## src/rtl/wdog_pkg.sv

```systemverilog
package wdog_pkg;
   localparam int unsigned BUS_W  = 32;
   localparam int unsigned ADDR_W = 12;

   localparam logic [ADDR_W-1:0] A_RELOAD = 12'h000;
   localparam logic [ADDR_W-1:0] A_COUNT  = 12'h004;
   localparam logic [ADDR_W-1:0] A_CTRL   = 12'h008;
   localparam logic [ADDR_W-1:0] A_CLEAR  = 12'h00C;
   localparam logic [ADDR_W-1:0] A_STAT   = 12'h014;
   localparam logic [ADDR_W-1:0] A_LOCK   = 12'hC00;

   localparam int unsigned CTRL_RUN_BIT = 0;
   localparam int unsigned CTRL_RST_BIT = 1;

   typedef struct packed {
      logic rst_en;
      logic run;
   } ctrl_t;
endpackage

```

## src/rtl/wdog_regfile.sv

```systemverilog
module wdog_regfile
   import wdog_pkg::*;
#(
   parameter int unsigned          CNT_W     = 32,
   parameter logic [BUS_W-1:0]     KEY       = 32'h1ACC_E551,
   parameter logic [CNT_W-1:0]     LOAD_INIT = '1
) (
   input  logic              clk,
   input  logic              rst_n,
   input  logic              wr_en,
   input  logic              rd_en,
   input  logic [ADDR_W-1:0] addr,
   input  logic [BUS_W-1:0]  wdata,
   input  logic [CNT_W-1:0]  cnt,
   input  logic              irq_pend,
   output logic [BUS_W-1:0]  rdata,
   output logic              locked,
   output ctrl_t             ctrl,
   output logic [CNT_W-1:0]  reload_val,
   output logic              reload_req,
   output logic              clr_req
);
   logic wr_open;
   logic hit_reload, hit_ctrl, hit_clear, hit_lock;
   logic [BUS_W-1:0] rd_mux;

   assign wr_open    = wr_en && !locked;
   assign hit_lock   = wr_en && (addr == A_LOCK);
   assign hit_reload = wr_open && (addr == A_RELOAD);
   assign hit_ctrl   = wr_open && (addr == A_CTRL);
   assign hit_clear  = wr_open && (addr == A_CLEAR);

   assign clr_req    = hit_clear && wdata[0];
   assign reload_req = clr_req || (hit_ctrl && wdata[CTRL_RUN_BIT] && !ctrl.run);

   always_ff @(posedge clk) begin
      if (!rst_n) begin
         locked     <= 1'b1;
         ctrl       <= '0;
         reload_val <= LOAD_INIT;
      end else begin
         if (hit_lock)   locked     <= (wdata != KEY);
         if (hit_reload) reload_val <= wdata[CNT_W-1:0];
         if (hit_ctrl) begin
            ctrl.run    <= wdata[CTRL_RUN_BIT];
            ctrl.rst_en <= wdata[CTRL_RST_BIT];
         end
      end
   end

   always_comb begin
      rd_mux = '0;
      unique case (addr)
         A_RELOAD: rd_mux = BUS_W'(reload_val);
         A_COUNT:  rd_mux = BUS_W'(cnt);
         A_CTRL:   rd_mux = BUS_W'(ctrl);
         A_STAT:   rd_mux = BUS_W'(irq_pend);
         A_LOCK:   rd_mux = BUS_W'(locked);
         default:  rd_mux = '0;
      endcase
   end

   always_ff @(posedge clk) begin
      if (!rst_n)     rdata <= '0;
      else if (rd_en) rdata <= rd_mux;
   end
endmodule

```

## src/rtl/wdog_downcnt.sv

```systemverilog
module wdog_downcnt #(
   parameter int unsigned      CNT_W     = 32,
   parameter logic [CNT_W-1:0] LOAD_INIT = '1
) (
   input  logic             clk,
   input  logic             rst_n,
   input  logic             run,
   input  logic             reload_req,
   input  logic [CNT_W-1:0] reload_val,
   output logic [CNT_W-1:0] cnt,
   output logic             expire
);
   assign expire = run && !reload_req && (cnt == '0);

   always_ff @(posedge clk) begin
      if (!rst_n)          cnt <= LOAD_INIT;
      else if (reload_req) cnt <= reload_val;
      else if (expire)     cnt <= reload_val;
      else if (run)        cnt <= cnt - 1'b1;
   end
endmodule

```

## src/rtl/wdog_stage.sv

```systemverilog
module wdog_stage #(
   parameter bit RST_STICKY = 1'b1
) (
   input  logic clk,
   input  logic rst_n,
   input  logic expire,
   input  logic clr_req,
   input  logic rst_en,
   output logic irq_pend,
   output logic sys_rst
);
   logic second_hit;

   assign second_hit = expire && irq_pend && rst_en;

   always_ff @(posedge clk) begin
      if (!rst_n)       irq_pend <= 1'b0;
      else if (clr_req) irq_pend <= 1'b0;
      else if (expire)  irq_pend <= 1'b1;
   end

   generate
      if (RST_STICKY) begin : g_hold
         always_ff @(posedge clk) begin
            if (!rst_n)          sys_rst <= 1'b0;
            else if (second_hit) sys_rst <= 1'b1;
         end
      end else begin : g_pulse
         always_ff @(posedge clk) begin
            if (!rst_n) sys_rst <= 1'b0;
            else        sys_rst <= second_hit;
         end
      end
   endgenerate
endmodule

```

## src/rtl/wdog_two_stage.sv

```systemverilog
module wdog_two_stage
   import wdog_pkg::*;
#(
   parameter int unsigned          CNT_W      = 32,
   parameter logic [BUS_W-1:0]     KEY        = 32'h1ACC_E551,
   parameter logic [CNT_W-1:0]     LOAD_INIT  = '1,
   parameter bit                   RST_STICKY = 1'b1
) (
   input  logic        clk,
   input  logic        rst_n,
   input  logic        wr_en,
   input  logic        rd_en,
   input  logic [11:0] addr,
   input  logic [31:0] wdata,
   output logic [31:0] rdata,
   output logic        irq,
   output logic        sys_rst
);
   generate
      if (CNT_W < 2 || CNT_W > BUS_W) begin : g_bad_width
         $error("wdog_two_stage: CNT_W must lie in 2..32");
      end
   endgenerate

   logic             locked;
   ctrl_t            ctrl_q;
   logic             run, rst_en;
   logic [CNT_W-1:0] reload_val, cnt_q;
   logic             reload_req, clr_req, expire;

   assign run    = ctrl_q.run;
   assign rst_en = ctrl_q.rst_en;

   wdog_regfile #(.CNT_W(CNT_W), .KEY(KEY), .LOAD_INIT(LOAD_INIT)) i_regs (
      .clk(clk), .rst_n(rst_n), .wr_en(wr_en), .rd_en(rd_en), .addr(addr),
      .wdata(wdata), .cnt(cnt_q), .irq_pend(irq), .rdata(rdata),
      .locked(locked), .ctrl(ctrl_q), .reload_val(reload_val),
      .reload_req(reload_req), .clr_req(clr_req)
   );

   wdog_downcnt #(.CNT_W(CNT_W), .LOAD_INIT(LOAD_INIT)) i_cnt (
      .clk(clk), .rst_n(rst_n), .run(run), .reload_req(reload_req),
      .reload_val(reload_val), .cnt(cnt_q), .expire(expire)
   );

   wdog_stage #(.RST_STICKY(RST_STICKY)) i_stage (
      .clk(clk), .rst_n(rst_n), .expire(expire), .clr_req(clr_req),
      .rst_en(rst_en), .irq_pend(irq), .sys_rst(sys_rst)
   );
endmodule

```

## config.mk

```make
export PLATFORM = sky130hd
export DESIGN_NAME = wdog_two_stage
export DESIGN_NICKNAME = d
export VERILOG_FILES = /design/src/rtl/wdog_pkg.sv /design/src/rtl/wdog_regfile.sv /design/src/rtl/wdog_downcnt.sv /design/src/rtl/wdog_stage.sv /design/src/rtl/wdog_two_stage.sv
export SDC_FILE = /design/constraint.sdc
export NUM_CORES = 1
export LEC_CHECK = 0
export ABC_AREA = 0
export BUFFER_PORTS_ARGS = -buffer_cell sky130_fd_sc_hd__buf_2
export CAP_MARGIN = 20
export CORE_MARGIN = 2
export CORE_UTILIZATION = 30
export DETAILED_ROUTE_END_ITERATION = 10
export PLACE_DENSITY = 0.55
export SYNTH_ARGS = -nofsm -noshare
export SYNTH_HDL_FRONTEND = slang
export SYNTH_SLANG_ARGS = --single-unit
```

## constraint.sdc

```tcl
create_clock -name clk -period 2.57 [get_ports clk]
set_input_delay 0.514 -clock clk [delete_from_list [all_inputs] [get_ports clk]]
set_output_delay 0.514 -clock clk [all_outputs]
set_load 0.005 [all_outputs]
```

==> results.txt, run 1 <==
Outcome = completed
Type of origin of the critical path = register
Initial antenna violation count = 0
Total GRT Usage = 0.1846
Die Area = 17570 µm²
Die span in y = 132.5 µm
Post-CTS Setup Inserts = 0
# DRC = 0
Pwr Density = 485.1 nW/µm²
Cts bufs inserted = 9
Row count = 46
Yosys warnings = 0
Chip width = 132.5 µm
Most common cell after layout, fill and taps aside = nand2_1
FF-to-FF setup slack = 0.10 ns
Initial Utilization = 0.3098
HP Start = wdata[19]
Clock buffer depth = 2
Root Driver = clkbuf_16
Internal power = 2399 µW
Most frequent cells in the layout = nand2_1, dfxtp_1, buf_2
Switching pwr = 661.9 µW
Worst IR Drop VDD = 0.3332 mV
FF-to-FF Start = i_cnt.cnt[17]
Max Freq = 405.3 MHz
Largest net degree at the start of global routing = 59
DP HPWL = 12.14 mm
R2r endpoint = i_cnt.cnt[25]
IO Port Bufs = 81
Post-Route Skew = 0.007694 ns
Crit end category = register
CP arrival = 2.75 ns
Final-report hold violation count = 0
Synth cell types = 57
Worst slew pin tran = 0.6412 ns
Core Area = 16000 µm²
Worst skew pair latency = 0.35 ns
CTS tree = yes
Clock transition at the registers of the reported paths = 0.07 ns
EDFF count, synth = 0
Via count = 5173
CTS Sinks = 101
Fill count = 1737
Vias per Instance = 5.350
Reg2Reg Depth = 6
Post-DP Area = 5991 µm²
Post-Layout Inst Area = 6309 µm²
Post-Syn Instances = 633
Final Setup Violations = 0
Syn Nets = 682
Seq/Total Area, Yosys = 0.4079
Share of cells above drive strength 1 = 0.2636
Leak = 0.002551 µW
DRT Pass-1 Iters = 5
Nets = 795
Reg power frac = 0.514
Max-capacitance violation count = 0
RSZ-0062 raised after global routing = no
I/O pin cnt = 82
Most common flop cell mapped by yosys = dfxtp_1
Post-DRT Antenna Nets = 0
H-Tree Level Count = 3
WS Path Type = register to register
Gr ovfl total = 0
Synthesized cell area = 4957 µm²
Avg Cell Area, Syn = 7.831 µm²
Hold WC Path Type = primary input to register
RD Place Congestion = 0.9264
Ys async rst share = 0
Clock share of power = 0.447
Required @ worst endpoint = 2.85 ns
Hold endpoint = i_regs.reload_val[19]
Tmin final = 2.467 ns
Seq cells post-synth = 101
Hold Path Stages = 3
Post-route clock period utilization = 0.9600
Final wirelength = 16.02 mm
Vias in the first global route = 5003
Crit Path Max Fanout = 5
Antenna cells = 0
Logic pwr share = 0.038
First-pass GRT wire length = 26.18 mm
Sw Ratio = 0.2163
Max-slew headroom = 0.5721
Final Core Density = 0.3943
P&R area growth vs syn = 27.26%
Drt initial violations = 363
Final Max Slew Viols = 0
WL per Instance = 16.57 µm
[power groups by stage]
stage / Clock [µW] / Sequential (µW) / Combinational, µW
after floorplan: 0 / 1610 / 47.3
after global placement: 0 / 1610 / 114
after detailed placement: 0 / 1610 / 117
after CTS: 1400 / 1570 / 118
after global routing: 1470 / 1570 / 128
final: 1370 / 1570 / 117
[kinds of logic after synthesis]
group | Yosys count | synth area share
simple gates | 301 | 0.3105
compound gates | 159 | 0.1999
flops | 101 | 0.4079
buf+inv | 63 | 0.06184
mux | 8 | 0.01741
fa+ha+maj | 1 | 0.002524
[routing by layer]
metal  wire, µm  global-route usage
met4        246             0.05317
met5          0                   0
met1       7379              0.2544
met3       1118             0.03755
met2       7276              0.2919
[registers in the layout, indices dropped and copies added (netlist names)]
name,cells
i_cnt.cnt,32
i_regs.ctrl,2
i_regs.locked,1
i_regs.rdata,32
i_regs.reload_val,32
i_stage.irq_pend,1
i_stage.sys_rst,1
[per-stage QoR]
step / total power (µW) / setup WS, ns / hold WS [ns] / cells / TNS, ns
CTS: 3096 / 0.04896 / 0.3792 / 967 / 0
global route: 3168 / 0.01788 / 0.3988 / 967 / 0
floorplan: 1656 / 0.003246 / 0.4487 / 633 / 0
finish: 3060 / 0.1027 / 0.3902 / 967 / 0
detailed placement: 1727 / -0.1679 / 0.4417 / 951 / -4.157
global placement: 1724 / -0.09483 / 0.4382 / 951 / -0.7286
[cells in the mapped netlist (all sizes together) (2+ instances only)]
| library cell | n | share of area |
|---|---|---|
| nand2 | 119 | 0.090 |
| o211ai | 6 | 0.0091 |
| nor3 | 16 | 0.016 |
| or2 | 9 | 0.011 |
| dfxtp | 101 | 0.41 |
| buf | 8 | 0.012 |
| a32oi | 8 | 0.014 |
| a21oi | 27 | 0.027 |
| inv | 17 | 0.013 |
| nor4bb | 3 | 0.0061 |
| a22oi | 32 | 0.048 |
| mux2 | 5 | 0.011 |
| or3 | 3 | 0.0040 |
| and3 | 3 | 0.0038 |
| and2 | 4 | 0.0050 |
| nand4b | 3 | 0.0053 |
| nor3b | 2 | 0.0030 |
| nand2b | 4 | 0.0050 |
| nor4 | 18 | 0.027 |
| nand3 | 44 | 0.044 |
| mux2i | 3 | 0.0061 |
| o21ai | 62 | 0.063 |
| o211a | 2 | 0.0040 |
| nor4b | 7 | 0.012 |
| nor2 | 30 | 0.023 |
| o31ai | 7 | 0.011 |
| clkbuf | 37 | 0.035 |
| nor2b | 2 | 0.0025 |
| nand4 | 21 | 0.027 |
| or4 | 9 | 0.017 |
| o22ai | 4 | 0.0050 |
| a31o | 2 | 0.0035 |
[cell type report]
type	count	area (µm²)	area share
flip-flops and latches	101	2022	0.3205
inverters	17	63.81	0.01012
repair buffers	148	970.9	0.1539
clock inverters	4	47.55	0.007537
multi-input cells	469	2688	0.4260
clock buffers	12	246.5	0.03907
well taps	216	270.3	0.04284
[what timing repair did]
action / 4_1_cts / 5_1_grt
hold endpoints to repair: 0 / 0
hold buffers: 0 / 0
gates resized for setup: 1 / 3
setup endpoints to repair: 16 / 17
[worst max-delay path by stage]
stage	cells after the start	endpoint	slack (ns)	from
6_report	6	i_cnt.cnt[25]	0.10	i_cnt.cnt[17]
4_1_cts	11	i_cnt.cnt[13]	0.05	i_cnt.cnt[0]
5_1_grt	8	i_cnt.cnt[5]	0.02	i_cnt.cnt[0]
3_3_place_gp	8	i_cnt.cnt[3]	-0.09	addr[1]
3_5_place_dp	9	i_cnt.cnt[13]	-0.17	addr[1]
2_1_floorplan	7	i_regs.reload_val[10]	0.003	addr[1]
[critical path, stage by stage (launching register included)]
cell	delay (ns)
dfxtp_1	0.32
or4_4	0.55
or4_4	0.47
or4_4	0.50
or3_1	0.31
a21o_1	0.18
nand4_1	0.07
Power figures use the tool's default switching activity.
==> run 2, diff against run 1 <==
--- a/config.mk
+++ b/config.mk
@@ -8,6 +8,7 @@
 export ABC_AREA = 0
 export BUFFER_PORTS_ARGS = -buffer_cell sky130_fd_sc_hd__buf_2
 export CAP_MARGIN = 20
+export CORE_ASPECT_RATIO = 0.6
 export CORE_MARGIN = 2
 export CORE_UTILIZATION = 30
 export DETAILED_ROUTE_END_ITERATION = 10
==> run 2 against run 1 <==
  * Clock power up 6%
  * Utilization down 0.82 points
  * Combinational power about the same
  * Total power up 2.8%
  * Fmax down 1.3%
==> results.txt, run 2 (synthesis results as in run 1) <==
Hold Path Stages = 3
Hold WC Path Type = primary input to register
Post-Route Skew = 0.009471 ns
IO Port Bufs = 81
P&R area growth vs syn = 26.30%
Root Driver = clkbuf_16
Worst skew pair latency = 0.35 ns
Gr ovfl total = 0
Required @ worst endpoint = 2.86 ns
Max Freq = 400.0 MHz
WS Path Type = register to register
Most frequent cells in the layout = nand2_1, dfxtp_1, buf_2
Core Area = 16220 µm²
Final Max Slew Viols = 0
Worst IR Drop VDD = 0.2669 mV
Most common cell after layout, fill and taps aside = nand2_1
Chip width = 170.0 µm
Leak = 0.002532 µW
Max-capacitance violation count = 0
Regs by FF count = i_cnt.cnt x32, i_regs.rdata x32, i_regs.reload_val x32
Post-route clock period utilization = 0.9727
Cts bufs inserted = 9
Clock transition at the registers of the reported paths = 0.08 ns
Final Setup Violations = 0
WL per Instance = 17.99 µm
Antenna cells = 0
Clock buffer depth = 2
FF-to-FF setup slack = 0.07 ns
Max-slew headroom = 0.3253
Pwr Density = 502.7 nW/µm²
Vias in the first global route = 4943
Via count = 5295
Die Area = 17600 µm²
Crit Path Max Fanout = 5
# DRC = 0
Nets = 786
CP arrival = 2.79 ns
Final Core Density = 0.3861
Total GRT Usage = 0.1956
Initial antenna violation count = 0
Row count = 36
DP HPWL = 12.95 mm
Largest net degree at the start of global routing = 31
DRT Pass-1 Iters = 6
Type of origin of the critical path = register
Outcome = completed
First-pass GRT wire length = 27.09 mm
Die span in y = 103.6 µm
Final-report hold violation count = 0
Post-DRT Antenna Nets = 0
Drt initial violations = 423
Tmin final = 2.500 ns
H-Tree Level Count = 3
RD Place Congestion = 0.9274
Share of cells above drive strength 1 = 0.2574
I/O pin cnt = 82
Vias per Instance = 5.568
WHS = 0.3825 ns
Crit end category = register
Reg2Reg Depth = 6
CTS Sinks = 101
CTS tree = yes
Initial Utilization = 0.3057
RSZ-0062 raised after global routing = no
Final wirelength = 17.11 mm
Worst slew pin tran = 1.011 ns
## run 2: final timing paths
check                   startpoint               endpoint
hold / removal           wdata[18]  i_regs.reload_val[18]
setup / recovery     i_cnt.cnt[17]          i_cnt.cnt[25]
setup reg to reg     i_cnt.cnt[17]          i_cnt.cnt[25]
hold reg to reg   i_regs.rdata[17]       i_regs.rdata[17]
## run 2: metrics by stage
| step | instances | worst slack (ns) | TNS, ns | cell area [µm²] | power [µW] |
|---|---|---|---|---|---|
| 6_report | 951 | 0.07027 | 0 | 6261 | 3148 |
| 5_1_grt | 951 | 0.003098 | 0 | 6261 | 3243 |
| 4_1_cts | 951 | 0.07386 | 0 | 6242 | 3184 |
| 3_5_place_dp | 935 | -0.1032 | -1.785 | 5927 | 1728 |
| 3_3_place_gp | 935 | -0.01446 | -0.01446 | 5927 | 1725 |
| 2_1_floorplan | 633 | 0.003246 | 0 | 4964 | 1656 |
## run 2: repair_timing
action / 4_1_cts / 5_1_grt
gates resized for setup: 0 / 3
setup endpoints to repair: 0 / 11
buffers inserted: 0 / 0
hold buffers: 0 / 0
## run 2: cell type report
type	instances	area (µm²)
multi-input combinational	469	2681
tap	209	261.5
clock buffer	10	239.0
fill	1709	9955
timing repair buffer	139	915.9
clock inverter	6	76.32
inverter	17	63.81
sequential	101	2023
## run 2: critical path, stage by stage, from the launching register on
cell and delay (ns):
dfxtp_1 0.32, or4_4 0.57, or4_4 0.48, or4_4 0.50, or3_1 0.31, a21o_1 0.18, nand4_1 0.07
## run 2: power by group
| group | internal (µW) | switching (µW) |
|---|---|---|
| sequential | 1570 | 6.59 |
| clock | 802 | 652 |
| combinational | 49.4 | 69.8 |
| total | 2420 | 729 |
## run 2: routing by layer
metal | vias to the layer above | GRT usage | share of wire
met5 | - | 0 | 0
met4 | 0 | 0.04762 | 0.013
met3 | 19 | 0.04815 | 0.090
met2 | 243 | 0.2679 | 0.39
met1 | 2518 | 0.3017 | 0.51
li1 | 2515 | - | -
